**src/rtl/angsamp_pkg.sv**
```systemverilog
package angsamp_pkg;
    localparam int ANGLE_W  = 13;
    localparam int SAMPLE_W = 16;

    typedef struct packed {
        logic [ANGLE_W-1:0]  angle;
        logic [SAMPLE_W-1:0] sample;
        logic                sof;
    } stream_word_t;

    localparam int WORD_W = $bits(stream_word_t);
endpackage

```
**src/rtl/enc_decoder.sv**
```systemverilog
module enc_decoder (
    input  logic clk,
    input  logic rst,
    input  logic enc_a,
    input  logic enc_b,
    input  logic enc_zero,
    output logic step_up,
    output logic step_dn,
    output logic zero_hit
);
    // bit0: first sync flop, bit1: second sync flop, bit2: previous value
    typedef struct packed {
        logic [2:0] a_sh;
        logic [2:0] b_sh;
        logic [2:0] z_sh;
    } dec_state_t;

    dec_state_t st_d, st_q;
    logic a_chg, b_chg, a_rise, clean;

    always_comb begin
        st_d      = st_q;
        st_d.a_sh = {st_q.a_sh[1:0], enc_a};
        st_d.b_sh = {st_q.b_sh[1:0], enc_b};
        st_d.z_sh = {st_q.z_sh[1:0], enc_zero};

        a_chg  = st_q.a_sh[1] ^ st_q.a_sh[2];
        b_chg  = st_q.b_sh[1] ^ st_q.b_sh[2];
        a_rise = st_q.a_sh[1] & ~st_q.a_sh[2];
        clean  = ~(a_chg & b_chg);

        step_up  = a_rise & clean & ~st_q.b_sh[1];
        step_dn  = a_rise & clean &  st_q.b_sh[1];
        zero_hit = st_q.z_sh[1] & ~st_q.z_sh[2];
    end

    always_ff @(posedge clk) begin
        if (rst) st_q <= '0;
        else     st_q <= st_d;
    end

    // a count is never both directions at once
    p_one_dir_r2: assert property (@(posedge clk) disable iff (rst)
        $onehot0({step_up, step_dn}));

    // a count needs A to have risen at the synchronizer output
    p_count_needs_rise_r2: assert property (@(posedge clk) disable iff (rst)
        (step_up || step_dn) |=> $past(st_q.a_sh[1]) && !$past(st_q.a_sh[2]));
endmodule

```
**src/rtl/angle_track.sv**
```systemverilog
module angle_track #(
    parameter int COUNTS  = 7200,
    parameter int ANGLE_W = 13
) (
    input  logic               clk,
    input  logic               rst,
    input  logic               step_up,
    input  logic               step_dn,
    input  logic               zero_hit,
    output logic [ANGLE_W-1:0] angle,
    output logic               synced,
    output logic               trig
);
    localparam logic [ANGLE_W-1:0] LAST = ANGLE_W'(COUNTS - 1);

    typedef struct packed {
        logic [ANGLE_W-1:0] angle;
        logic               synced;
    } trk_state_t;

    trk_state_t st_d, st_q;
    logic moved;

    always_comb begin
        st_d  = st_q;
        moved = 1'b0;
        if (zero_hit) begin
            st_d.angle  = '0;
            st_d.synced = 1'b1;
            moved       = 1'b1;
        end else if (step_up) begin
            st_d.angle = (st_q.angle == LAST) ? '0 : st_q.angle + 1'b1;
            moved      = 1'b1;
        end else if (step_dn) begin
            st_d.angle = (st_q.angle == '0) ? LAST : st_q.angle - 1'b1;
            moved      = 1'b1;
        end
        trig = moved & st_d.synced;
    end

    always_ff @(posedge clk) begin
        if (rst) st_q <= '0;
        else     st_q <= st_d;
    end

    assign angle  = st_d.angle;
    assign synced = st_q.synced;

    // the index never leaves its range
    p_angle_range_r3: assert property (@(posedge clk) disable iff (rst)
        st_q.angle <= LAST);

    // forward from the last position lands on zero
    p_fwd_wrap_r3: assert property (@(posedge clk) disable iff (rst)
        (step_up && !zero_hit && st_q.angle == LAST) |=> st_q.angle == '0);

    // nothing is triggered before the zero reference
    p_no_trig_unsynced_r4: assert property (@(posedge clk) disable iff (rst)
        (!st_q.synced && !zero_hit) |-> !trig);

    // synced is sticky
    p_synced_sticky_r4: assert property (@(posedge clk) disable iff (rst)
        st_q.synced |=> st_q.synced);
endmodule

```
**src/rtl/conv_ctrl.sv**
```systemverilog
module conv_ctrl
    import angsamp_pkg::*;
#(
    parameter int A_W = ANGLE_W,
    parameter int S_W = SAMPLE_W
) (
    input  logic           clk,
    input  logic           rst,
    input  logic           trig,
    input  logic [A_W-1:0] angle,
    input  logic           adc_done,
    input  logic [S_W-1:0] adc_data,
    output logic           adc_start,
    output logic           push,
    output stream_word_t   push_word,
    output logic           missed
);
    typedef struct packed {
        logic           busy;
        logic           start;
        logic           missed;
        logic [A_W-1:0] tag;
    } cc_state_t;

    cc_state_t st_d, st_q;
    logic finishing;

    always_comb begin
        st_d       = st_q;
        st_d.start = 1'b0;
        finishing  = st_q.busy & adc_done;

        push             = finishing;
        push_word.angle  = st_q.tag;
        push_word.sample = adc_data;
        push_word.sof    = (st_q.tag == '0);

        if (finishing) st_d.busy = 1'b0;

        if (trig) begin
            if (!st_q.busy || finishing) begin
                st_d.busy  = 1'b1;
                st_d.start = 1'b1;
                st_d.tag   = angle;
            end else begin
                st_d.missed = 1'b1;
            end
        end
    end

    always_ff @(posedge clk) begin
        if (rst) st_q <= '0;
        else     st_q <= st_d;
    end

    assign adc_start = st_q.start;
    assign missed    = st_q.missed;

    // a request only follows a free converter
    p_start_when_free_r5: assert property (@(posedge clk) disable iff (rst)
        st_q.start |-> (!$past(st_q.busy) || $past(adc_done)));

    // a request leaves the converter marked busy
    p_start_busy_r5: assert property (@(posedge clk) disable iff (rst)
        st_q.start |-> st_q.busy);

    // lost-count flag is sticky
    p_missed_sticky_r8: assert property (@(posedge clk) disable iff (rst)
        st_q.missed |=> st_q.missed);

    // frame-start bit marks angle zero only
    p_sof_zero_r7: assert property (@(posedge clk) disable iff (rst)
        push |-> (push_word.sof == (push_word.angle == '0)));
endmodule

```
**src/rtl/sample_fifo.sv**
```systemverilog
module sample_fifo
    import angsamp_pkg::*;
#(
    parameter int DEPTH = 16
) (
    input  logic         clk,
    input  logic         rst,
    input  logic         push,
    input  stream_word_t push_word,
    input  logic         pop,
    output logic         valid,
    output stream_word_t head,
    output logic         overflow
);
    localparam int PTR_W = $clog2(DEPTH);
    localparam int CNT_W = PTR_W + 1;
    localparam logic [CNT_W-1:0] FULL = CNT_W'(DEPTH);

    typedef struct packed {
        logic [DEPTH-1:0][WORD_W-1:0] mem;
        logic [PTR_W-1:0]             wr;
        logic [PTR_W-1:0]             rd;
        logic [CNT_W-1:0]             cnt;
        logic                         ovf;
    } fifo_state_t;

    fifo_state_t st_d, st_q;
    logic do_pop, do_push;

    always_comb begin
        st_d    = st_q;
        do_pop  = pop && (st_q.cnt != '0);
        do_push = push && (st_q.cnt != FULL);

        if (push && !do_push) st_d.ovf = 1'b1;

        if (do_push) begin
            st_d.mem[st_q.wr] = push_word;
            st_d.wr           = st_q.wr + 1'b1;
        end
        if (do_pop) st_d.rd = st_q.rd + 1'b1;

        case ({do_push, do_pop})
            2'b10:   st_d.cnt = st_q.cnt + 1'b1;
            2'b01:   st_d.cnt = st_q.cnt - 1'b1;
            default: st_d.cnt = st_q.cnt;
        endcase
    end

    always_ff @(posedge clk) begin
        if (rst) st_q <= '0;
        else     st_q <= st_d;
    end

    assign valid    = (st_q.cnt != '0);
    assign head     = stream_word_t'(st_q.mem[st_q.rd]);
    assign overflow = st_q.ovf;

    // occupancy never exceeds the depth
    p_cnt_bound_r9: assert property (@(posedge clk) disable iff (rst)
        st_q.cnt <= FULL);

    // overflow flag is sticky
    p_no_overflow_clear_r10: assert property (@(posedge clk) disable iff (rst)
        st_q.ovf |=> st_q.ovf);

    // a write on a full queue leaves the occupancy unchanged without a pop
    p_full_hold_r10: assert property (@(posedge clk) disable iff (rst)
        (st_q.cnt == FULL && push && !pop) |=> st_q.cnt == FULL);
endmodule

```
**src/rtl/crank_angle_sampler.sv**
```systemverilog
module crank_angle_sampler
    import angsamp_pkg::*;
#(
    parameter int COUNTS_PER_CYCLE = 7200,
    parameter int FIFO_DEPTH       = 16
) (
    input  logic                clk,
    input  logic                rst,
    input  logic                enc_a,
    input  logic                enc_b,
    input  logic                enc_zero,
    output logic                adc_start,
    input  logic                adc_done,
    input  logic [SAMPLE_W-1:0] adc_data,
    input  logic                out_pop,
    output logic                out_valid,
    output logic [WORD_W-1:0]   out_word,
    output logic                synced,
    output logic                missed_count,
    output logic                overflow
);
    logic               step_up, step_dn, zero_hit, trig, push;
    logic [ANGLE_W-1:0] angle;
    stream_word_t       push_word, head;

    enc_decoder u_dec (
        .clk      (clk),
        .rst      (rst),
        .enc_a    (enc_a),
        .enc_b    (enc_b),
        .enc_zero (enc_zero),
        .step_up  (step_up),
        .step_dn  (step_dn),
        .zero_hit (zero_hit)
    );

    angle_track #(
        .COUNTS  (COUNTS_PER_CYCLE),
        .ANGLE_W (ANGLE_W)
    ) u_trk (
        .clk      (clk),
        .rst      (rst),
        .step_up  (step_up),
        .step_dn  (step_dn),
        .zero_hit (zero_hit),
        .angle    (angle),
        .synced   (synced),
        .trig     (trig)
    );

    conv_ctrl u_cc (
        .clk       (clk),
        .rst       (rst),
        .trig      (trig),
        .angle     (angle),
        .adc_done  (adc_done),
        .adc_data  (adc_data),
        .adc_start (adc_start),
        .push      (push),
        .push_word (push_word),
        .missed    (missed_count)
    );

    sample_fifo #(
        .DEPTH (FIFO_DEPTH)
    ) u_fifo (
        .clk       (clk),
        .rst       (rst),
        .push      (push),
        .push_word (push_word),
        .pop       (out_pop),
        .valid     (out_valid),
        .head      (head),
        .overflow  (overflow)
    );

    assign out_word = head;

    // the request is a single-cycle pulse unless a conversion ended at once
    p_start_pulse_r5: assert property (@(posedge clk) disable iff (rst)
        adc_start |=> (!adc_start || $past(adc_done)));
endmodule

```
**config.mk**
```make
export PLATFORM = sky130hd
export DESIGN_NAME = crank_angle_sampler
export DESIGN_NICKNAME = d
export VERILOG_FILES = /design/src/rtl/angsamp_pkg.sv /design/src/rtl/enc_decoder.sv /design/src/rtl/angle_track.sv /design/src/rtl/conv_ctrl.sv /design/src/rtl/sample_fifo.sv /design/src/rtl/crank_angle_sampler.sv
export SDC_FILE = /design/constraint.sdc
export NUM_CORES = 1
export LEC_CHECK = 0
export CORE_MARGIN = 2
export CORE_UTILIZATION = 36
export CTS_BUF_LIST = sky130_fd_sc_hd__clkbuf_8
export DETAILED_ROUTE_END_ITERATION = 8
export PLACE_DENSITY_LB_ADDON = 0.2
export SETUP_SLACK_MARGIN = 0.4
export SKIP_CTS_REPAIR_TIMING = 1
export SLEW_MARGIN = 25
export SYNTH_ARGS = -nofsm -noshare
export SYNTH_HDL_FRONTEND = slang
export SYNTH_HIERARCHICAL = 1
export SYNTH_SLANG_ARGS = --single-unit
```
**constraint.sdc**
```tcl
create_clock -name clk -period 4.3 [get_ports clk]
set_input_delay 0.86 -clock clk [delete_from_list [all_inputs] [get_ports clk]]
set_output_delay 0.86 -clock clk [all_outputs]
set_load 0.005 [all_outputs]
```
Word level (Yosys, flattened, before mapping)
Index checks and enable logic that the tools add are counted.
Widths: inputs -> output; s select.

storage, ports and cells
  flip-flop bits (word level) = 533
  word-level logic and storage cells = 92
  output and inout port bits = 35
  input port bits = 23

cells by class
  reduce and logical (&&, ||, !) cells = 14
  add/sub/neg operators = 6
  muxes and demuxes = 20
  $lt $le $gt $ge = 3
  bitwise logic cells = 16
  eq/ne operators = 4

operator list
  cell                   number
  $bwmux 480             1
  $bmux 30 s4            1
  $demux 30 s4           1
  $mux 13                6
  $mux 30                2
  $logic_not 13->1       2
  $mux 16                1
  $add 13x1->13 const B  1
  $eq 13x13->1 const B   1
  $sub 13x1->13 const B  1
  $lt 4x5->1 const B     2
  $pmux 5 s2             1
  $add 4x1->4 const B    2
  $and 1x1->1            8
  $mux 1                 6
  $not 1->1              6
  $add 5x1->5 const B    1
  $ne 5x5->1 const B     1
  $reduce_bool 5->1      1
  $sub 5x1->5 const B    1
  $ge 4x1->1 const B     1
  $logic_and 1x1->1      4
  $reduce_and 2->1       2
  $eq 2x1->1 const B     1
  7 further kinds        9

Longest topological paths before layout
  depth in word-level cells = 11
  mapped depth = 13
  gate-level depth less buffers = 11

Hierarchy
The synthesis kept the hierarchy.

modules (own cells, without submodules)
  module       instances  area an instance (um^2)  cells an instance  seq. area each (um^2)
  sample_fifo  1          21899.8                  1944               9889.5
  angle_track  1          1371.3                   187                280.3
  conv_ctrl    1          840.8                    103                320.3
  enc_decoder  1          295.3                    24                 180.2

Least setup slack after synthesis
No wires, ideal clock.

  path kind = flip-flop to flip-flop
  start = register u_fifo/st_q[5] (netlist name)
  end = register u_fifo/st_q[5] (netlist name)
  library setup time = 0.121 ns
  data required time = 4.179 ns
  setup slack = 1.374 ns
  cell stages (with the launch flop) = 13
  data arrival time = 2.806 ns
  period minus slack after synthesis = 2.926 ns
  buffers on the path = 3
  cell sequence = dfxtp_1 > buf_2 > buf_4 > buf_2 > o21ai_1 > inv_1 > ha_1 > inv_1 > fa_1 > nand2b_1 > a21oi_1 > mux2i_1 > mux2_2

between the ends
  word-level cells in the longest chain between the ends = 4
  elaborated cells between the ends (all ways) = 10
  classes of those cells = add/sub (2); eq/ne (3); mux (1); reduce/logical (4)

ends and longest elaborated chain
  element                                                 RTL line           RTL
  start, declared                                         sample_fifo.sv:27  fifo_state_t st_d, st_q;
  start signal, assigned                                  sample_fifo.sv:52  else st_q <= st_d;
  $reduce_bool 5->1 *                                     sample_fifo.sv:32  do_pop = pop && (st_q.cnt != '0);
  $logic_and 1x1->1 *                                     sample_fifo.sv:32
  named net u_fifo.do_pop                                 sample_fifo.sv:28  logic do_pop, do_push;
  $eq 2x1->1 / $eq 2x2->1 (equally long branches)         sample_fifo.sv:43  case ({do_push, do_pop})
  $pmux 5 s2 / $reduce_bool 2->1 (equally long branches)  --

The timed path passes the listed nets; every way through them passes the cells marked *.
A chain may end at the register's enable or synchronous reset.

Worst setup path in the final report
  start = register u_fifo/st_q[8] (netlist name)
  end = output out_word[17]

between the ends
  word-level cells in the longest chain between the ends = 2

ends and longest elaborated chain
  element                        RTL line                   RTL
  $bmux 30 s4                    sample_fifo.sv:56          assign head = stream_word_t'(st_q.mem[st_q.rd]);
  $mux 30 (implied by the code)  sample_fifo.sv:56
  end, declared                  crank_angle_sampler.sv:17  output logic [WORD_W-1:0] out_word,

Every way passes these cells. The select of a mux whose other input is x is not followed.

==> flow_metrics.tcl <==
set metrics [dict create \
    synth_seq_cells 533 \
    yosys.area.top_type_share_pct 43.7 \
    finalHoldViolations 0 \
    wire_per_inst_um 20.9 \
    ios 58 \
    vias 16600 \
    avgSynthCellArea_um2 10.8 \
    antenna_found_initial 2 \
    rsz0062_at_grt "no" \
    synth_area_mm2 0.0244 \
    ys_seq_area_share_pct 43.7 \
    synth_flop_cell "dfxtp_1" \
    die_h_um 264 \
    seq_area_mm2 0.0107 \
    cts_tree "done" \
    outcome "finished clean" \
    syn_nets 2294 \
    crit_type "reg2out" \
    yosys-top-cells-area "dfxtp_1 44%, mux2i_1 20%, mux4_2 11%" \
    grt_util_all_layers_pct 18.7 \
    ys_types 70 \
    yosysWarnings 6 \
    grt_pass1_vias 16800 \
    crit_path_start_kind "register" \
    clock_sinks 533 \
    cts.clk_slew.worst_paths_ns 0.06 \
    critPathMaxFanout 30 \
    dr.pass1.iters 5 \
    powerDensity_mw_per_mm2 377 \
    leakage_nw 8.92 \
    fin_ws_ns 0.528 \
    clock_path_buffers 3 \
    tightestPinTransition_ns 0.990 \
    hold_start "u_dec/st_d[1]$_SDFF_PP0_" \
    synth_edf_count 0 \
    min_path_type "reg2reg" \
    fp.coreArea_mm2 0.0672 \
    die_area_mm2 0.0699 \
    antenna_left 0 \
    synth_cells 2258 \
    min_to "u_dec/st_d[2]$_SDFF_PP0_" \
    worst_hold_slack_ns 0.436 \
    start_util_pct 36.3 \
    grt_pass1_wl_mm 101 \
    num_rows 95 \
    max_slew_margin_pct 33.5 \
    fin_crit_sh_pct 87.7 \
    finalSetupTns_ns 0 \
    async_flop_share_pct 0 \
    clock-root-buffer "clkbuf_8" \
    grt_max_degree 117 \
    max_freq_mhz 265 \
    min_period_ns 3.77 \
    worstReg2RegEnd "u_fifo/st_q[5]$_SDFFE_PP0P_" \
    drc 0 \
    gp_congestion 0.795 \
    final_max_slew_viol_count 0 \
    multi_input_area_mm2 0.0121 \
    dp_hpwl_mm 35.3 \
    r2r_cells 9 \
    h-tree-depth 3 \
    syn_to_final_growth_pct 11.8 \
    clkLatencyLatePin_ns 0.68 \
    cts_buffers 91 \
    cap_viol_max_count 0 \
    crit_path_end_kind "primary output" \
    skew_ns 0.0295 \
    fill_cells 6341 \
    final-setup-viol-count 0 \
    layout-drive-gt1-share_pct 16.0 \
    irDropWorstVdd_uv 250 \
    overflow 0 \
    finalWirelength_mm 66.3 \
    timing.rr.start "u_fifo/st_q[1]$_SDFFE_PP0P_" \
    vias_per_cell 5.25 \
    nNetsFinal 2255 \
    required_ns 3.44 \
    drt-initial-drc-count 1060 \
    whs_path_depth 1 \
    fp.dieW_um 264 \
    io_buffer_count 57 \
    ff2ff_setup_slack_ns 1.37 \
    dp_slack_ns 0.639 \
    synth.largest_area_cell "dfxtp_1" \
    crit_arrival_ns 2.91 \
]
final cells by class:
| class | instances | share of cell area, % |
|---|---|---|
| Antenna cell | 1 | 0.00917 |
| Clock buffer | 122 | 6.16 |
| Clock inverter | 43 | 0.917 |
| Inverter | 17 | 0.234 |
| Multi-Input combinational cell | 1463 | 44.5 |
| Sequential cell | 533 | 39.1 |
| Tap cell | 873 | 4.00 |
| Timing Repair Buffer | 113 | 5.02 |
cells by family (layout without fill, tap and decap cells):
family	Yosys count	in the layout	share of synthesized area, %
AO/OA/AOI/OAI	158	158	5.78
XOR/XNOR	16	16	0.574
adder cells (fa/ha/maj)	13	13	0.697
buffers and inverters	262	295	6.66
flip-flops	533	533	43.7
multiplexers	604	604	30.9
other	0	1	0
AND/OR/NAND/NOR	672	672	11.6
worst max-delay path by stage:
| stage | from | to | slack, ns | depth (start not counted) |
|---|---|---|---|---|
| floorplan | u_fifo/st_q[5]$_SDFFE_PP0P_ | u_fifo/st_q[5]$_SDFFE_PP0P_ | 1.37 | 12 |
| global placement | adc_done | u_fifo/st_q[5]$_SDFFE_PP0P_ | 0.67 | 11 |
| detailed placement | adc_done | u_fifo/st_q[5]$_SDFFE_PP0P_ | 0.64 | 11 |
| CTS | u_fifo/st_q[6]$_SDFFE_PP0P_ | out_word[6] | 0.15 | 5 |
| global route | u_fifo/st_q[6]$_SDFFE_PP0P_ | out_word[22] | 0.43 | 6 |
| finish | u_fifo/st_q[8]$_SDFFE_PP0P_ | out_word[17] | 0.53 | 5 |
placed cells by master, fill, tap and decap left out, drive strengths merged, types with 3 or more instances in the layout:
master         instances
a2111oi               16
a21o                   3
a21oi                 25
a22oi                 61
a41oi                  3
and2                   3
and3                   5
and4                   3
buf                   57
clkbuf               122
clkdlybuf4s50         56
clkinv                16
dfxtp                533
ha                    12
inv                   41
mux2i                483
mux4                 120
nand2                 46
nand2b                 7
nand3                 22
nand4                  4
nor2                 529
nor2b                 19
nor3                   9
nor3b                  3
nor4                   7
nor4b                  3
o211ai                 3
o21a                   3
o21ai                 21
o31ai                  4
or4                    3
xnor2                  9
xor2                   7
report_power, final:
group,switching (W),internal [W]
clock network,0.00213,0.00261
registers,0.0000232,0.00496
logic,0.000357,0.000218
total,0.00251,0.00778
layer usage:
layer | global-route usage, % | part of all wire, %
met3 | 2.91 | 3.9
met1 | 25.0 | 47
met4 | 6.02 | 2.0
met2 | 31.0 | 47
met5 | 0 | 0.020
worst max-delay path, stage by stage, from the launching register on:
cell	delay, ns
dfxtp_1	0.51
nor2b_4	0.20
buf_4	0.55
a22oi_1	0.21
nand2_1	0.15
clkdlybuf4s50_1	0.57
metrics by stage:
| step | area, µm² | cells | utilization (%) | total power [W] |
|---|---|---|---|---|
| finish | 27300 | 3165 | 40.6 | 0.0103 |
| global route | 27300 | 3165 | 40.6 | 0.0107 |
| floorplan | 24400 | 2258 | - | 0.00551 |
| global placement | 25200 | 2988 | 37.6 | 0.00563 |
| CTS | 27200 | 3153 | 40.4 | 0.0104 |
| detailed placement | 25200 | 2988 | 37.6 | 0.00564 |
state kept, by name, summed over array words and instances, names as in the netlist:
name,flops
u_cc/adc_start,1
u_cc/missed,1
u_cc/push_word,13
u_cc/st_q,1
u_dec/st_d,6
u_dec/st_q,3
u_fifo/overflow,1
u_fifo/st_q,493
u_trk/st_q,13
u_trk/synced,1
synth_stat cells, types with 22 or more instances:
master,instances
a21oi_1,25
a22oi_1,61
buf_2,58
buf_4,46
buf_6,50
clkbuf_1,81
dfxtp_1,533
mux2i_1,483
mux4_2,120
nand2_1,41
nand3_1,22
nor2_1,529
Note: power is estimated with default switching activity, not from simulation.
